<file path="config.mk">
export PLATFORM = sky130hd
export DESIGN_NAME = booth_csa_mac
export DESIGN_NICKNAME = d
export VERILOG_FILES = /design/src/rtl/mac_pkg.sv /design/src/rtl/mac_cla2.sv /design/src/rtl/mac_booth_pp.sv /design/src/rtl/mac_csa_tree.sv /design/src/rtl/mac_ctrl.sv /design/src/rtl/mac_datapath.sv /design/src/rtl/booth_csa_mac.sv
export SDC_FILE = /design/constraint.sdc
export NUM_CORES = 1
export LEC_CHECK = 0
export CORE_UTILIZATION = 53
export CTS_CLUSTER_DIAMETER = 60
export DETAILED_ROUTE_END_ITERATION = 16
export GPL_TIMING_DRIVEN = 1
export HOLD_SLACK_MARGIN = 0.03
export PLACE_DENSITY = 0.67
export RECOVER_POWER = 50
export SYNTH_ARGS = -nofsm -noshare
export SYNTH_HDL_FRONTEND = slang
export SYNTH_HIERARCHICAL = 1
export SYNTH_SLANG_ARGS = --single-unit
</file>
<file path="constraint.sdc">
create_clock -name clk -period 18.99 [get_ports clk]
set_clock_uncertainty 0.15 [all_clocks]
set_input_delay 4.7475 -clock clk [delete_from_list [all_inputs] [get_ports clk]]
set_output_delay 4.7475 -clock clk [all_outputs]
set_load 0.02 [all_outputs]
</file>
<file path="src/rtl/mac_pkg.sv">
package mac_pkg;

  // Strobes from control to datapath
  typedef struct packed {
    logic load;   // accept the current operand pair
    logic zero;   // empty the running total
  } mac_strobe_t;

  // One recoded multiplier digit
  typedef struct packed {
    logic neg;    // negative selection (inverted multiple)
    logic two;    // magnitude two
    logic one;    // magnitude one
  } booth_digit_t;

  // Number of 3:2 levels needed to bring n operands down to two
  function automatic int treeLevels(input int n);
    int lv;
    int c;
    lv = 0;
    c = n;
    while (c > 2) begin
      c = (c / 3) * 2 + (c % 3);
      lv++;
    end
    return lv;
  endfunction

endpackage

</file>
<file path="src/rtl/mac_cla2.sv">
module mac_cla2 (
  input  logic [1:0] a,
  input  logic [1:0] b,
  input  logic       cin,
  output logic [1:0] sum,
  output logic       cout
);
  logic [1:0] gen;
  logic [1:0] prop;
  logic       c1;

  assign gen  = a & b;
  assign prop = a ^ b;
  // both carries come straight from generate/propagate terms
  assign c1   = gen[0] | (prop[0] & cin);
  assign cout = gen[1] | (prop[1] & gen[0]) | (prop[1] & prop[0] & cin);
  assign sum  = {prop[1] ^ c1, prop[0] ^ cin};
endmodule

</file>
<file path="src/rtl/mac_booth_pp.sv">
module mac_booth_pp
  import mac_pkg::*;
#(
  parameter int OP_W  = 16,
  parameter int ACC_W = 40
) (
  input  logic                              clk,
  input  logic                              rst,
  input  logic [OP_W-1:0]                   mcand,
  input  logic [OP_W-1:0]                   mplier,
  output logic [OP_W/2-1:0][ACC_W-1:0]      ppVec,
  output logic [ACC_W-1:0]                  corrVec
);
  localparam int NPP = OP_W / 2;
  localparam int PPW = OP_W + 1;

  logic [OP_W:0]   mplierExt;
  logic [NPP-1:0]  negBits;

  assign mplierExt = {mplier, 1'b0};

  genvar i;
  generate
    for (i = 0; i < NPP; i++) begin : g_pp
      booth_digit_t   dig;
      logic [PPW-1:0] mult;
      logic [PPW-1:0] pp;
      int             digVal;

      always_comb begin
        case (mplierExt[2*i+2 -: 3])
          3'b001, 3'b010: dig = '{neg: 1'b0, two: 1'b0, one: 1'b1};
          3'b011:         dig = '{neg: 1'b0, two: 1'b1, one: 1'b0};
          3'b100:         dig = '{neg: 1'b1, two: 1'b1, one: 1'b0};
          3'b101, 3'b110: dig = '{neg: 1'b1, two: 1'b0, one: 1'b1};
          default:        dig = '{neg: 1'b0, two: 1'b0, one: 1'b0};
        endcase
      end

      always_comb begin
        if (dig.two)      mult = {mcand, 1'b0};
        else if (dig.one) mult = {mcand[OP_W-1], mcand};
        else              mult = '0;
        pp = dig.neg ? ~mult : mult;   // one's complement, +1 goes via corrVec
      end

      // inverted sign on top; the constant vector removes the offset
      assign ppVec[i]   = ACC_W'({~pp[PPW-1], pp[PPW-2:0]}) << (2 * i);
      assign negBits[i] = dig.neg;

      // arithmetic digit value straight from the three multiplier bits
      assign digVal = -2 * int'(mplierExt[2*i+2]) + int'(mplierExt[2*i+1])
                      + int'(mplierExt[2*i]);

      // inverted multiple plus its correction equals digit times multiplicand
      p_booth_pp_r5: assert property (@(posedge clk) disable iff (rst)
        int'($signed(pp)) + int'(dig.neg) == digVal * int'($signed(mcand)));
    end
  endgenerate

  always_comb begin
    corrVec = '0;
    for (int k = 0; k < NPP; k++) corrVec[2*k] = negBits[k];
  end
endmodule

</file>
<file path="src/rtl/mac_csa_tree.sv">
module mac_csa_tree
  import mac_pkg::*;
#(
  parameter int N_OPS = 13,
  parameter int W     = 40
) (
  input  logic [N_OPS-1:0][W-1:0] ops,
  output logic [W-1:0]            sumVec,
  output logic [W-1:0]            carryVec
);
  localparam int LEVELS = treeLevels(N_OPS);

  always_comb begin
    logic [W-1:0] cur [N_OPS];
    logic [W-1:0] nxt [N_OPS];
    int n;
    int m;
    for (int k = 0; k < N_OPS; k++) cur[k] = ops[k];
    n = N_OPS;
    for (int lv = 0; lv < LEVELS; lv++) begin
      m = 0;
      for (int k = 0; k < N_OPS; k++) nxt[k] = '0;
      for (int k = 0; k < N_OPS; k += 3) begin
        if (k + 2 < n) begin
          nxt[m]   = cur[k] ^ cur[k+1] ^ cur[k+2];
          nxt[m+1] = ((cur[k] & cur[k+1]) | (cur[k] & cur[k+2])
                     | (cur[k+1] & cur[k+2])) << 1;
          m += 2;
        end else if (k < n) begin
          nxt[m] = cur[k];
          m++;
          if (k + 1 < n) begin
            nxt[m] = cur[k+1];
            m++;
          end
        end
      end
      for (int k = 0; k < N_OPS; k++) cur[k] = nxt[k];
      n = m;
    end
    sumVec   = cur[0];
    carryVec = cur[1];
  end
endmodule

</file>
<file path="src/rtl/mac_ctrl.sv">
module mac_ctrl
  import mac_pkg::*;
(
  input  logic        clear,
  input  logic        validIn,
  output mac_strobe_t strobe
);
  always_comb begin
    strobe.zero = clear;
    strobe.load = validIn && !clear;
  end
endmodule

</file>
<file path="src/rtl/mac_datapath.sv">
module mac_datapath
  import mac_pkg::*;
#(
  parameter int OP_W  = 16,
  parameter int ACC_W = 40,
  parameter int LOW_W = 8
) (
  input  logic              clk,
  input  logic              rst,
  input  mac_strobe_t       strobe,
  input  logic [OP_W-1:0]   opA,
  input  logic [OP_W-1:0]   opB,
  output logic [ACC_W-1:0]  accOut
);
  localparam int NPP   = OP_W / 2;
  localparam int PPW   = OP_W + 1;
  localparam int N_OPS = NPP + 5;
  localparam int NCLA  = LOW_W / 2;
  localparam int UPW   = ACC_W - LOW_W;

  // sum of the -2^(top) offsets left by the inverted-sign trick
  function automatic logic [ACC_W-1:0] signExtConst();
    logic [ACC_W-1:0] k;
    k = '0;
    for (int i = 0; i < NPP; i++) k = k - (ACC_W'(1) << (PPW - 1 + 2 * i));
    return k;
  endfunction
  localparam logic [ACC_W-1:0] SIGN_K = signExtConst();

  logic [NPP-1:0][ACC_W-1:0]   ppVec;
  logic [ACC_W-1:0]            corrVec;
  logic [N_OPS-1:0][ACC_W-1:0] treeOps;
  logic [ACC_W-1:0]            treeSum;
  logic [ACC_W-1:0]            treeCarry;
  logic [LOW_W-1:0]            lowRes;
  logic [NCLA:0]               claC;

  logic [ACC_W-1:0]            sumQ;     // low LOW_W bits already resolved
  logic [UPW-1:0]              carryQ;   // upper carry vector only
  logic                        lowCoutQ; // carry out of the resolved field
  logic [UPW-1:0]              upperSum;

  mac_booth_pp #(.OP_W(OP_W), .ACC_W(ACC_W)) u_pp (
    .clk     (clk),
    .rst     (rst),
    .mcand   (opA),
    .mplier  (opB),
    .ppVec   (ppVec),
    .corrVec (corrVec)
  );

  always_comb begin
    for (int k = 0; k < NPP; k++) treeOps[k] = ppVec[k];
    treeOps[NPP]     = SIGN_K;
    treeOps[NPP + 1] = corrVec;
    treeOps[NPP + 2] = sumQ;
    treeOps[NPP + 3] = {carryQ, {LOW_W{1'b0}}};
    treeOps[NPP + 4] = ACC_W'(lowCoutQ) << LOW_W;
  end

  mac_csa_tree #(.N_OPS(N_OPS), .W(ACC_W)) u_tree (
    .ops      (treeOps),
    .sumVec   (treeSum),
    .carryVec (treeCarry)
  );

  assign claC[0] = 1'b0;
  genvar j;
  generate
    for (j = 0; j < NCLA; j++) begin : g_cla
      mac_cla2 u_cla (
        .a    (treeSum[2*j+1 -: 2]),
        .b    (treeCarry[2*j+1 -: 2]),
        .cin  (claC[j]),
        .sum  (lowRes[2*j+1 -: 2]),
        .cout (claC[j+1])
      );
    end
  endgenerate

  always_ff @(posedge clk) begin
    if (rst || strobe.zero) begin
      sumQ     <= '0;
      carryQ   <= '0;
      lowCoutQ <= 1'b0;
    end else if (strobe.load) begin
      sumQ     <= {treeSum[ACC_W-1:LOW_W], lowRes};
      carryQ   <= treeCarry[ACC_W-1:LOW_W];
      lowCoutQ <= claC[NCLA];
    end
  end

  // narrow final adder: upper bits only
  assign upperSum = sumQ[ACC_W-1:LOW_W] + carryQ + UPW'(lowCoutQ);
  assign accOut   = {upperSum, sumQ[LOW_W-1:0]};

  // checker-side reference totals
  logic [ACC_W-1:0] opsTotal;
  always_comb begin
    opsTotal = '0;
    for (int k = 0; k < N_OPS; k++) opsTotal = opsTotal + treeOps[k];
  end

  // the carry-save tree keeps the modular sum of all its inputs
  p_tree_sum_r1: assert property (@(posedge clk) disable iff (rst)
    treeSum + treeCarry == opsTotal);

  // lookahead chain matches a plain add of the low columns
  p_low_cla_r7: assert property (@(posedge clk) disable iff (rst)
    {claC[NCLA], lowRes} == (LOW_W + 1)'(treeSum[LOW_W-1:0])
                            + (LOW_W + 1)'(treeCarry[LOW_W-1:0]));
endmodule

</file>
<file path="src/rtl/booth_csa_mac.sv">
module booth_csa_mac
  import mac_pkg::*;
#(
  parameter int OP_W  = 16,
  parameter int ACC_W = 40,
  parameter int LOW_W = 8
) (
  input  logic              clk,
  input  logic              rst,
  input  logic              clear,
  input  logic              validIn,
  input  logic [OP_W-1:0]   opA,
  input  logic [OP_W-1:0]   opB,
  output logic [ACC_W-1:0]  accOut
);
  mac_strobe_t strobe;

  mac_ctrl u_ctrl (
    .clear   (clear),
    .validIn (validIn),
    .strobe  (strobe)
  );

  mac_datapath #(.OP_W(OP_W), .ACC_W(ACC_W), .LOW_W(LOW_W)) u_dp (
    .clk    (clk),
    .rst    (rst),
    .strobe (strobe),
    .opA    (opA),
    .opB    (opB),
    .accOut (accOut)
  );

  // reference product for the port-level checks
  logic signed [ACC_W-1:0] extA;
  logic signed [ACC_W-1:0] extB;
  logic [ACC_W-1:0]        prodRef;
  assign extA    = ACC_W'($signed(opA));
  assign extB    = ACC_W'($signed(opB));
  assign prodRef = extA * extB;

  // total advances by the signed product, modulo 2^ACC_W
  p_accum_r1: assert property (@(posedge clk) disable iff (rst)
    (validIn && !clear) |=> accOut == $past(accOut) + $past(prodRef));

  // idle cycles leave the total untouched
  p_hold_r2: assert property (@(posedge clk) disable iff (rst)
    (!validIn && !clear) |=> $stable(accOut));

  // clear empties the total
  p_clear_r3: assert property (@(posedge clk) disable iff (rst)
    clear |=> accOut == '0);

  // synchronous reset empties the total
  p_reset_r4: assert property (@(posedge clk)
    rst |=> accOut == '0);
endmodule

</file>
# After elaboration in Yosys (flattened, before gate mapping)
# Index checks and enable logic that the tools add are counted.
# classes
eq_ne,45
mux,32
addsub,2
bitwise_logic,129
reduce_logical,17
# op_table
operator,count
OR 39 bit,15
AND 39 bit,14
two-way mux 17 bit,24
bitwise XOR 40 bit,10
NOT 17 bit,8
case mux 3 bit (4 select lines),7
AND 15 x 39 -> 39 bit,2
AND 39 x 9 -> 39 bit,2
equality test 3 bit (second input constant),21
equality test 3 x 2 -> 1 bit (second input constant),14
bitwise XOR 15 x 40 -> 40 bit,1
bitwise XOR 28 x 40 -> 40 bit,1
bitwise XOR 40 x 32 -> 40 bit,1
bitwise XOR 40 x 9 -> 40 bit,1
AND 28 x 39 -> 39 bit,1
AND 39 x 27 -> 39 bit,1
AND 39 x 32 -> 39 bit,1
OR 39 x 27 -> 39 bit,1
adder 32 x 1 -> 32 bit,1
adder 32 bit,1
AND 28 x 32 -> 32 bit,1
AND 29 x 31 -> 31 bit,1
OR 31 x 28 -> 31 bit,1
OR 31 x 30 -> 31 bit,1
other kinds (34),94
# totals
out_inout_bits,40
word_cells,228
ff_bits,73

# Depth between registers and ports, before layout
# Gate-level depths: netlist (run 1).
# logic_depth
depth_word,33
ltp_mapped,25
ltp_nobuf,23

# Modules after synthesis
# The synthesis (run 1) kept the hierarchy.
# modules_own_cells
mod,instances,cells_per_inst,seq_area_each_um2,area_each_um2
mac_csa_tree,1,978,0.0,10681.5
mac_booth_pp,1,737,0.0,5371.4
mac_datapath,1,474,1461.4,4284.1
mac_cla2,4,11,0.0,82.6
mac_ctrl,1,2,0.0,21.3

# Worst setup path after synthesis (run 1)
# Ideal clock, no wire load.
# synth_path
path_type,input to register
start,in opB[5]
end,reg u_dp.sumQ[7]
path_buffers,2
stages,21
arrival_ns,9.308
t_required_ns,18.712
setup_ns,0.128
path_slack_ns,9.405
cell_sequence,buf_2 -> inv_1 -> ha_1 -> mux2i_4 -> buf_12 -> nand3_1 -> xnor2_1 -> inv_1 -> fa_1 -> inv_1 -> fa_1 -> inv_1 -> fa_1 -> fa_1 -> inv_1 -> fa_1 -> inv_1 -> fa_1 -> xnor2_1 -> mux2i_1 -> nor2_1
# synth_rtl
element,line,rtl
"start, declared",booth_csa_mac.sv:13,"input logic [OP_W-1:0] opB,"
"end signal, assigned",mac_datapath.sv:87,"sumQ <= {treeSum[ACC_W-1:LOW_W], lowRes};"
"end, declared",mac_datapath.sv:38,logic [ACC_W-1:0] sumQ;

==> results.sh, run 1 <==
export IMPL_clk_pin_slew_ns=0.06
export IMPL_grt_start_max_net_pins=74
export IMPL_synth_enable_flop_cells=0
export IMPL_fin_util_pct=55.3
export IMPL_critPathCaptureType="flip-flop"
export IMPL_core_area_um2=38600
export IMPL_clkLatencyLatePin_ns=0.36
export IMPL_die_y_um=200
export IMPL_crit_fanout=22
export IMPL_hold_slack_ns=0.381
export IMPL_die_area_um2=39800
export IMPL_layout_drive_gt1_share_pct=1.82
export IMPL_antenna_cells=0
export IMPL_status="finished with violations"
export IMPL_cts_root_buffer="clkbuf_16"
export IMPL_cts_hold_buf=0
export IMPL_viasPerCell=4.70
export IMPL_ant_nets=0
export IMPL_cts_buffers=9
export IMPL_finalWeightedCongestion=0.869
export IMPL_ys_top_cells_by_count="inv_1, fa_1, buf_4"
export IMPL_row_count=72
export IMPL_clock_sinks=73
export IMPL_p_per_area_nw_per_um2=178
export IMPL_ys_seq_area_share_pct=7.06
export IMPL_ys_seq_elements=73
export IMPL_cp_required_ns=19.13
export IMPL_htree_levels=3
export IMPL_min_period_ns=11.45
export IMPL_ys_warn_count=6
export IMPL_dpl_worst_slack_ns=7.87
export IMPL_synth_top_area_share_pct=41.2
export IMPL_max_freq_mhz=87.4
export IMPL_dp_hpwl_mm=34.8
export IMPL_rsz0062_at_grt="false"
export IMPL_post_route_drc_count=0
export IMPL_wire_per_inst_um=14.7
export IMPL_worst_pin_slew_ns=3.37
export IMPL_synthArstFlopShare_pct=0
export IMPL_fin_crit_sh_pct=60.3
export IMPL_hold_class="flip-flop to flip-flop"
export IMPL_pin_count=76
export IMPL_antenna_found_initial=0
export IMPL_cts_max_path_buffers=2
export IMPL_yosys_top_cells_area="fa_1, inv_1, buf_4"
export IMPL_syn_area_per_cell_um2=9.26
export IMPL_arrival_ns=11.58
export IMPL_cap_viol_max_count=3
export IMPL_syn_area_um2=20700
export IMPL_startpoint_type="input port"
export IMPL_final_setup_worst_slack_ns=7.54
export IMPL_ir_drop_mv=0.179
export IMPL_cts_setup_buffers=0
export IMPL_first_iter_violations=639
export IMPL_failed_checks="capacitance limit, slew limit"
export IMPL_synthFlopType="dfxtp_1"
export IMPL_grt_first_pass_wirelength_mm=71.6
export IMPL_setup_viol=0
export IMPL_synth_cells=2235
export IMPL_routed_wl_mm=41.6
export IMPL_finalHoldViolations=0
export IMPL_track_usage_pct=23.1
export IMPL_maxSlewHeadroom_pct=-125
export IMPL_vias=13300
export IMPL_grt_pass1_vias=14153
export IMPL_fin_setup_tns_ns=0
export IMPL_start_util_pct=53.7
export IMPL_nNetsFinal=2819
export IMPL_synth_largest_area_cell="fa_1"
export IMPL_ys_types=72
export IMPL_synth_most_common_cell="inv_1"
export IMPL_io_buffers=75
export IMPL_n_fill_cell=3574
export IMPL_dr_pass1_iters=5
export IMPL_dpl_cell_area_um2=21100
export IMPL_drv_slew=94
export IMPL_syn2layout_area_growth_pct=3.02
export IMPL_ctsResizeCount=0
export IMPL_path_class="input port to flip-flop"
export IMPL_grt_overflow=0
export IMPL_fin_area_um2=21300
export IMPL_leakage_uw=0.0108
export IMPL_die_x_um=200
export IMPL_cts_tree="yes"
## critical path: stages
cell and delay [ns]:
clkdlybuf4s50_1 0.45, buf_4 0.32, inv_1 0.24, ha_1 0.26
mux2i_1 1.85, mux2i_1 0.39, xnor2_1 0.42, fa_1 0.51
fa_1 0.53, inv_1 0.06, fa_1 0.49, fa_1 0.49
inv_1 0.05, fa_1 0.50, mux2i_1 0.08, nor2_1 0.18
## placed cells by master, fill, tap and decap left out, types with 6 or more instances in the layout
master / count
nand2_1: 24
fa_1: 426
a21oi_1: 49
a21o_1: 9
ha_1: 52
dlygate4sd3_1: 38
xor2_1: 98
buf_4: 13
inv_1: 559
nand3_1: 15
o21ai_0: 90
and2_1: 32
a22o_1: 16
nor2_1: 95
conb_1: 307
clkbuf_16: 9
a22oi_1: 70
xnor2_1: 69
clkdlybuf4s50_1: 37
mux2i_1: 122
a21boi_0: 6
o31ai_1: 6
dfxtp_1: 73
## registers in the layout, summed over array words and instances, names as in the netlist
name           count
u_dp/sumQ         40
u_dp/lowCoutQ      1
u_dp/carryQ       32
## worst paths after layout
| kind | start | endpoint | slack, ns | cells after the start |
|---|---|---|---|---|
| setup / recovery | opB[13] | u_dp/sumQ[27] | 7.54 | 16 |
| hold / removal | u_dp/sumQ[38] | u_dp/sumQ[38] | 0.38 | 2 |
| setup reg to reg | u_dp/sumQ[3] | u_dp/sumQ[6] | 14.37 | 17 |
| hold reg to reg | u_dp/sumQ[38] | u_dp/sumQ[38] | 0.38 | 2 |
## cell type report
cell class | count | area, um2 | share of cell area [%]
Inverter | 561 | 2110 | 9.88
Tap cell | 518 | 648 | 3.04
Sequential cell | 73 | 1460 | 6.86
Clock inverter | 2 | 13.8 | 0.0646
Clock buffer | 14 | 254 | 1.19
Timing Repair Buffer | 89 | 852 | 4.00
Multi-Input combinational cell | 1571 | 16000 | 75.0
## where the power goes
group,leakage [uW],internal [uW],switching [uW]
registers,0.000591,208,58.2
logic,0.0100,1500,1870
clock network,0.000131,92.1,66.5
## through the flow
step                      cells  total power [uW]
final                      2828              3800
after global routing       2828              4430
after CTS                  2828              3870
after detailed placement   2812              3640
after global placement     2812              3570
after floorplan            2538              2780
## cell families (layout without fill, tap and decap cells)
group	after synthesis	after routing	share of synthesized area, %
XOR/XNOR	168	168	7.18
AND/OR/NAND/NOR	207	207	4.96
buffers and inverters	894	666	21.0
adder cells (fa/ha/maj)	478	478	44.4
multiplexers	123	123	6.07
AO/OA/AOI/OAI	288	288	9.27
other	4	307	0.0726
flip-flops	73	73	7.06
## layer usage
layer  routed length [um]  track usage (%)
met5                    0                0
met4                  870             6.42
met3                 1900             2.26
met2                20100             37.9
met1                18700             32.6
(Power assumes the default switching activity.)
==> run 2: changes to the inputs <==
- PLACE_DENSITY: 0.67 -> 0.69
- clock period: 18.99 -> 10 ns (I/O delays scaled with it)
==> run 2 against run 1 <==
The flow finishes with violations (DRC, capacitance limit, slew limit). Largest cell class unchanged. Via count is 0.74% higher. Clock-buffer cell count is 4 lower. Largest power group unchanged. Worst hold slack hardly changed. Sequential share of layout area hardly changed.
==> results.sh, run 2 (synthesis results as in run 1) <==
export IMPL_regMostFlops="u_dp/sumQ"
export IMPL_worst_pin_slew_ns=4.26
export IMPL_routed_wl_mm=41.0
export IMPL_cts_root_buffer="clkbuf_16"
export IMPL_first_iter_violations=657
export IMPL_syn2layout_area_growth_pct=3.32
export IMPL_fin_area_um2=21400
export IMPL_min_period_ns=9.02
export IMPL_start_util_pct=53.7
export IMPL_vias=13399
export IMPL_cts_hold_buf=0
export IMPL_htree_levels=3
export IMPL_pin_count=76
export IMPL_reg2reg_slack_ns=5.37
export IMPL_pwr_share_seq_pct=7.0
export IMPL_wire_per_inst_um=14.5
export IMPL_startpoint_type="input port"
export IMPL_cts_tree="yes"
export IMPL_switchingPower_uw=3790
export IMPL_r2r_start="u_dp/sumQ[3]"
export IMPL_worstHoldStart="u_dp/carryQ[30]"
export IMPL_slowest_stage="nor2b_1"
export IMPL_whs_path_depth=2
export IMPL_antenna_cells=0
export IMPL_cts_setup_buffers=0
export IMPL_cts_buffers=9
export IMPL_dp_cells=2812
export IMPL_layout_drive_gt1_share_pct=1.95
export IMPL_clkLatencyLatePin_ns=0.36
export IMPL_ant_nets=0
export IMPL_critical_path_most_common_cell="fa_1"
export IMPL_track_usage_pct=22.5
export IMPL_cts_max_path_buffers=2
export IMPL_fin_cells=2828
export IMPL_maxSlewHeadroom_pct=-184
export IMPL_clock_sinks=73
export IMPL_hold_class="flip-flop to flip-flop"
export IMPL_mostFrequentLayoutCells="inv_1, fa_1, conb_1"
export IMPL_largest_reg_flops=40
export IMPL_p_per_area_nw_per_um2=339
export IMPL_grt_first_pass_wirelength_mm=70.0
export IMPL_crit_fanout=17
export IMPL_fin_setup_tns_ns=0
export IMPL_failed_checks="DRC, capacitance limit, slew limit"
export IMPL_post_route_drc_count=1
export IMPL_clkPwrFrac_pct=5.0
export IMPL_dpl_cell_area_um2=21100
export IMPL_fin_util_pct=55.4
export IMPL_internal_power_uw=3460
export IMPL_crit_path_cell_trace="clkdlybuf4s50_1 -> clkbuf_1 -> nor2b_1 -> a22o_1 -> fa_1 -> fa_1 -> inv_1 -> fa_1 -> fa_1 -> inv_1 -> fa_1 -> ha_1 -> a21oi_1 -> nand2_1 -> nand3_1 -> nand2_1 -> inv_1 -> fa_1 -> xnor2_1 -> mux2i_1 -> nor2_1"
export IMPL_core_area_um2=38600
export IMPL_power_frac_comb_pct=88.0
export IMPL_worstHoldEndpoint="u_dp/carryQ[30]"
export IMPL_setup_viol=0
export IMPL_critPathCaptureType="flip-flop"
export IMPL_clk_pin_slew_ns=0.06
export IMPL_reg2reg_depth=17
export IMPL_arrival_ns=9.08
export IMPL_grt_overflow=0
export IMPL_path_class="input port to flip-flop"
export IMPL_io_buffers=75
export IMPL_leakage_uw=0.0108
export IMPL_cap_viol_max_count=2
export IMPL_drv_slew=76
export IMPL_finalWeightedCongestion=0.898
export IMPL_nNetsFinal=2819
export IMPL_swShare_pct=52.3
export IMPL_ir_drop_mv=0.293
export IMPL_rsz0062_at_grt="false"
export IMPL_ctsResizeCount=0
export IMPL_viasPerCell=4.74
export IMPL_crit_buf_inv=5
export IMPL_max_freq_mhz=111
export IMPL_die_y_um=200
export IMPL_cp_required_ns=10.06
export IMPL_die_area_um2=39800
export IMPL_finalHoldViolations=0
export IMPL_grt_start_max_net_pins=74
export IMPL_dp_hpwl_mm=34.0
export IMPL_r2r_end="u_dp/sumQ[7]"
export IMPL_final_common_cell="inv_1"
export IMPL_reg_top3="u_dp/sumQ x40, u_dp/carryQ x32, u_dp/lowCoutQ x1"
export IMPL_antenna_found_initial=2
export IMPL_fin_crit_sh_pct=90.2
export IMPL_worst_path_largest_cell_delay_ns=1.08
export IMPL_row_count=72
export IMPL_status="finished with violations"
export IMPL_crit_family="adder cells"
export IMPL_die_x_um=200
export IMPL_grt_pass1_vias=14331
export IMPL_dr_pass1_iters=11
[run 2: changes by cell type in the layout (fill, tap and decap cells not counted), sizes merged]
cell and delta:
clkinvlp +3, dlygate4sd3 +1, inv +1, buf -1
clkinv -2, clkdlybuf4s50 -1, clkbuf -3, bufinv +2
[run 2: per-layer routing]
layer | wire, um | track usage [%]
met1 | 17800 | 30.4
met2 | 20000 | 37.4
met3 | 2310 | 3.21
met4 | 862 | 7.21
met5 | 13 | 0
[run 2: final cells by class]
cell class              instances  area (um2)
well taps                     518         648
clock buffers                  10         229
inverters                     561        2110
repair buffers                 89         848
clock inverters                 6        91.3
fillers                      3545       17200
flip-flops and latches         73        1460
multi-input cells            1571       16000
[run 2: worst min-delay path, stage by stage, from the launching register on]
cell and delay [ns]:
dfxtp_1 0.35, mux2i_1 0.08, nor2_1 0.07
[run 2: power by group through the flow]
stage | sequential, uW | combinational, uW | clock (uW)
6_report | 509 | 6380 | 365
3_3_place_gp | 510 | 6240 | 0
5_1_grt | 526 | 7510 | 385
3_5_place_dp | 516 | 6390 | 0
4_1_cts | 509 | 6510 | 376
2_1_floorplan | 483 | 4790 | 0
[run 2: worst max path at each step]
stage	start	end	slack (ns)	depth (start not counted)
2_1_floorplan	opB[5]	u_dp/sumQ[7]	2.66	21
3_3_place_gp	opB[0]	u_dp/sumQ[6]	1.46	21
3_5_place_dp	opB[3]	u_dp/sumQ[7]	1.31	19
4_1_cts	opB[0]	u_dp/sumQ[7]	1.68	21
5_1_grt	opB[0]	u_dp/sumQ[7]	0.74	21
6_report	opB[0]	u_dp/sumQ[7]	0.98	21
[run 2: stage by stage]
step | power (uW) | hold WS [ns] | setup slack, ns
4_1_cts | 7400 | 0.388 | 1.68
2_1_floorplan | 5280 | 0.338 | 2.66
3_5_place_dp | 6900 | 0.372 | 1.31
5_1_grt | 8420 | 0.424 | 0.739
3_3_place_gp | 6750 | 0.369 | 1.46
6_report | 7250 | 0.381 | 0.977
